$ cat config.mk
export PLATFORM = sky130hd
export DESIGN_NAME = univ_shreg
export DESIGN_NICKNAME = d
export VERILOG_FILES = /design/src/rtl/shreg_pkg.sv /design/src/rtl/shreg_edgefill.sv /design/src/rtl/shreg_bitmux.sv /design/src/rtl/univ_shreg.sv
export SDC_FILE = /design/constraint.sdc
export NUM_CORES = 1
export LEC_CHECK = 0
export BUFFER_PORTS_ARGS = -buffer_cell sky130_fd_sc_hd__buf_2
export CORE_AREA = 2 2 39 41
export DETAILED_ROUTE_END_ITERATION = 12
export DIE_AREA = 0 0 41 43
export GPL_ROUTABILITY_DRIVEN = 0
export GPL_TIMING_DRIVEN = 0
export PLACE_DENSITY = 0.44
export SLEW_MARGIN = 0
export SYNTH_ARGS = -nofsm -noshare
export SYNTH_HDL_FRONTEND = slang
export SYNTH_SLANG_ARGS = --single-unit
export TNS_END_PERCENT = 20
$ cat constraint.sdc
create_clock -name clk -period 0.93 [get_ports clk]
set_input_delay 0.1395 -clock clk [delete_from_list [all_inputs] [get_ports clk]]
set_output_delay 0.1395 -clock clk [all_outputs]
set_load 0.01 [all_outputs]
$ cat src/rtl/shreg_pkg.sv
package shreg_pkg;

    // Source chosen for every bit by the two upper operation bits.
    typedef enum logic [1:0] {
        SRC_PAR  = 2'b00,
        SRC_LOW  = 2'b01,
        SRC_HIGH = 2'b10,
        SRC_ONES = 2'b11
    } src_sel_e;

    localparam int FSEL_W = 3;

endpackage

$ cat src/rtl/shreg_edgefill.sv
module shreg_edgefill (
    input  logic msb_q,
    input  logic lsb_q,
    input  logic wrap,
    output logic fill_lo,
    output logic fill_hi
);

    // Value entering the vacated end: zero for a shift, wrapped bit for a rotate.
    always_comb begin
        fill_lo = wrap ? msb_q : 1'b0;
        fill_hi = wrap ? lsb_q : 1'b0;
    end

endmodule

$ cat src/rtl/shreg_bitmux.sv
module shreg_bitmux
    import shreg_pkg::*;
(
    input  src_sel_e sel,
    input  logic     par_bit,
    input  logic     low_bit,
    input  logic     high_bit,
    output logic     nxt_bit
);

    always_comb begin
        unique case (sel)
            SRC_PAR:  nxt_bit = par_bit;
            SRC_LOW:  nxt_bit = low_bit;
            SRC_HIGH: nxt_bit = high_bit;
            SRC_ONES: nxt_bit = 1'b1;
            default:  nxt_bit = par_bit;
        endcase
    end

endmodule

$ cat src/rtl/univ_shreg.sv
module univ_shreg
    import shreg_pkg::*;
#(
    parameter int WIDTH = 4
) (
    input  logic                clk,
    input  logic                rst_n,
    input  logic                en,
    input  logic [FSEL_W-1:0]   fsel,
    input  logic [WIDTH-1:0]    pdata,
    output logic [WIDTH-1:0]    dout
);

    localparam int MSB = WIDTH - 1;

    typedef struct packed {
        logic [WIDTH-1:0] word;
    } regs_t;

    regs_t regs_d, regs_q;

    src_sel_e         src_sel;
    logic             fill_lo, fill_hi;
    logic [WIDTH-1:0] from_low, from_high, mux_word;

    assign src_sel = src_sel_e'(fsel[2:1]);

    shreg_edgefill fill_i (
        .msb_q   (regs_q.word[MSB]),
        .lsb_q   (regs_q.word[0]),
        .wrap    (fsel[0]),
        .fill_lo (fill_lo),
        .fill_hi (fill_hi)
    );

    assign from_low  = {regs_q.word[MSB-1:0], fill_lo};
    assign from_high = {fill_hi, regs_q.word[MSB:1]};

    for (genvar i = 0; i < WIDTH; i++) begin : g_bit
        shreg_bitmux mux_i (
            .sel      (src_sel),
            .par_bit  (pdata[i]),
            .low_bit  (from_low[i]),
            .high_bit (from_high[i]),
            .nxt_bit  (mux_word[i])
        );
    end

    always_comb begin
        regs_d = regs_q;
        if (en) begin
            regs_d.word = mux_word;
        end
    end

    always_ff @(posedge clk or negedge rst_n) begin
        if (!rst_n) begin
            regs_q <= '0;
        end else begin
            regs_q <= regs_d;
        end
    end

    assign dout = regs_q.word;

endmodule

==> results.ini <==
[status]
status = finished, violations left
violations = negative setup slack

[placement]
numPortBuffers = 12
pre_cts_ws_ns = -0.101

[pwr]
p_per_area_nw_per_um2 = 1460
power_switching_uw = 173
power_frac_clock = 0.320
p_leak_uw = 0.000220
pwr-share-seq = 0.326
p_int_uw = 485
p_comb_frac = 0.355
p_sw_frac = 0.263
ir_drop_mv = 0.318
power_uw = 659

[finish]
multiInputGateArea_um2 = 143
seqCellArea_um2 = 100
drive_gt1_frac = 0.633
synthToLayoutAreaGrowth_pct = 57.9
largest_reg_flops = 4
antenna_cells = 0
fin_util = 0.325
nNetsFinal = 61
nFillCells = 149

[synth]
synth_cells = 29
syn_avg_cell_area_um2 = 9.84
yosysTopAreaCellShare = 0.351
ys_warn_count = 0
synth-simple-area-share = 0.132
synth-xor-area-share = 0
syn_nets = 39
synth.area.top_cells = dfrtp_1 (35%), buf_4 (11%), mux2_4 (11%), o221ai_2 (5.3%), a31oi_1 (4.4%)
synth_top_cell_by_area = dfrtp_1
ys_seq_area_frac = 0.351
synth_compound_area_frac = 0.241
muxShareOfSynthArea = 0.105
synth_area_um2 = 285
synth_top_family_by_area = compound AO/OA/AOI/OAI gates
synthAdderAreaFrac = 0
synth_seq_cells = 4
ys_types = 17

[critical_path]
regToRegEndpoint = dout[2]
end_kind = flop
worstPathCellList = mux2_4 > o221ai_2 > o21ai_1
critPathSlowestCell = dfrtp_1
worst_r2r_path_depth = 3
cp-startpoint = dout[3]
required_ns = 1.04
cp_max_fo = 3
r2r_slack_ns = -0.10
critPathLaunchType = flop
crit_path_end = dout[2]
reg2reg_from = dout[3]
crit_type = reg -> reg
max_stage_delay_ns = 0.39
crit_arrival_ns = 1.14

[route]
finalWirelength_um = 619
wl_per_cell_um = 9.52
drt_pass1_iterations = 2
vias = 263
route.detailed.drc = 0
postRouteAntennaNets = 0
via_per_inst = 4.05
drt_iter0_markers = 4

[timing]
setup_ws_ns = -0.100
finalClockSkew_ns = 0.00172
fin_tns_setup_ns = -0.533
worst_slew_pin_slew_ns = 0.152
slew_viol_final = 0
rsz0062_at_grt = yes
period_share = 1.11
setup_violations = 8
finalWorstPathRequiredPeriod_ns = 1.03
finalHoldViolCount = 0
clock.fmax_ghz = 0.971
slew_headroom = 0.899

[min_path]
min_path_type = in -> reg

[global_route]
grt_use_total = 0.0836
grt_pass1_vias = 270
grt_pass1_wl_um = 986
grt_max_degree = 9
antenna_found_initial = 0
grt_overflow = 0

[clock_network]
numCtsBuffers = 3
cts_buffer_depth = 2
clk_latency_ns = 0.23
h-tree-depth = 1
cts_root_buffer = clkbuf_4
cts_tree = yes
cts_sinks = 4
cts.clk_slew.worst_paths_ns = 0.04

[floorplan]
dieArea_um2 = 1760
row_count = 14
fp.dieW_um = 41
initial_utilization = 0.206
core_um2 = 1380
fp.dieH_um = 43
io_pins = 14

[flow_run]
maxCapViolations = 0

timing repair:
| action | in CTS | in global routing |
|---|---|---|
| pin swaps | 1 | 0 |
| resized for setup | 2 | 1 |
| buffers inserted | 4 | 0 |
| hold endpoints to repair | 4 | 0 |
| setup endpoints to repair | 6 | 8 |
| hold buffers | 1 | 0 |
how the worst min path moves through the flow:
stage	start	endpoint	slack, ns	cells past startpoint
detailed placement	rst_n	dout[2]	-0.05	1
finish	en	dout[1]	0.19	2
floorplan	rst_n	dout[0]	-0.16	0
global placement	rst_n	dout[2]	-0.05	1
CTS	en	dout[1]	0.19	2
global route	en	dout[1]	0.19	2
power groups by stage:
stage	Combinational (uW)	Clock, uW	Sequential, uW
6_report	234	211	214
5_1_grt	255	234	217
4_1_cts	232	219	213
3_5_place_dp	169	0	228
3_3_place_gp	169	0	228
2_1_floorplan	114	0	218
cells in the mapped netlist:
cell,instances
nor2_1,3
nand2b_2,1
o221ai_2,1
buf_4,4
mux2_4,2
o221ai_1,1
nand2_1,1
a31oi_1,2
dfrtp_1,4
o22ai_1,1
buf_6,1
o21ai_1,2
nand3_1,1
a22oi_1,1
inv_1,2
and2b_2,1
a21o_2,1
cells by family (layout without fill, tap and decap cells):
logic type | Yosys count | in the layout
muxes | 2 | 2
AOI/OAI and AO/OA | 9 | 9
buffers and inverters | 7 | 27
and+or+nand+nor | 7 | 7
DFF | 4 | 4
stage by stage:
stage	hold WS (ns)	cell area, um2	instances
after floorplan	-0.156	292	29
after global placement	-0.0518	372	57
after detailed placement	-0.0520	372	57
after CTS	0.186	447	65
after global routing	0.193	450	65
final	0.191	450	65
layout make-up:
cell class | instances | area share
flip-flops and latches | 4 | 0.222
clock buffers | 3 | 0.0500
repair buffers | 17 | 0.250
well taps | 16 | 0.0444
plain buffers | 5 | 0.100
multi-input cells | 18 | 0.317
inverters | 2 | 0.0167
layout by cell type (no fill, tap or decap):
| cell | count |
|---|---|
| nand2_1 | 1 |
| mux2_4 | 2 |
| a31oi_1 | 2 |
| buf_4 | 7 |
| a22oi_1 | 1 |
| o221ai_2 | 2 |
| nand3_1 | 1 |
| inv_1 | 2 |
| a21o_2 | 1 |
| dfrtp_1 | 4 |
| nand2b_2 | 1 |
| clkbuf_4 | 3 |
| dlygate4sd3_1 | 1 |
| buf_2 | 10 |
| o21ai_1 | 2 |
| nor2_1 | 3 |
| o22ai_1 | 1 |
| buf_6 | 4 |
| and2b_2 | 1 |
layer usage:
metal / vias up / global-route usage / part of all wire
li1: 142 / - / -
met1: 111 / 0.120 / 0.51
met2: 10 / 0.106 / 0.45
met3: 0 / 0 / 0.040
met4: 0 / 0.0800 / 0
met5: - / 0 / 0
worst max-delay path, delay by kind of cell, from the launching register on:
| family | cells | cell delay (ns) |
|---|---|---|
| AOI/OAI and AO/OA | 2 | 0.24 |
| DFF | 1 | 0.39 |
| muxes | 1 | 0.27 |
Note: power is estimated with default switching activity, not from simulation.
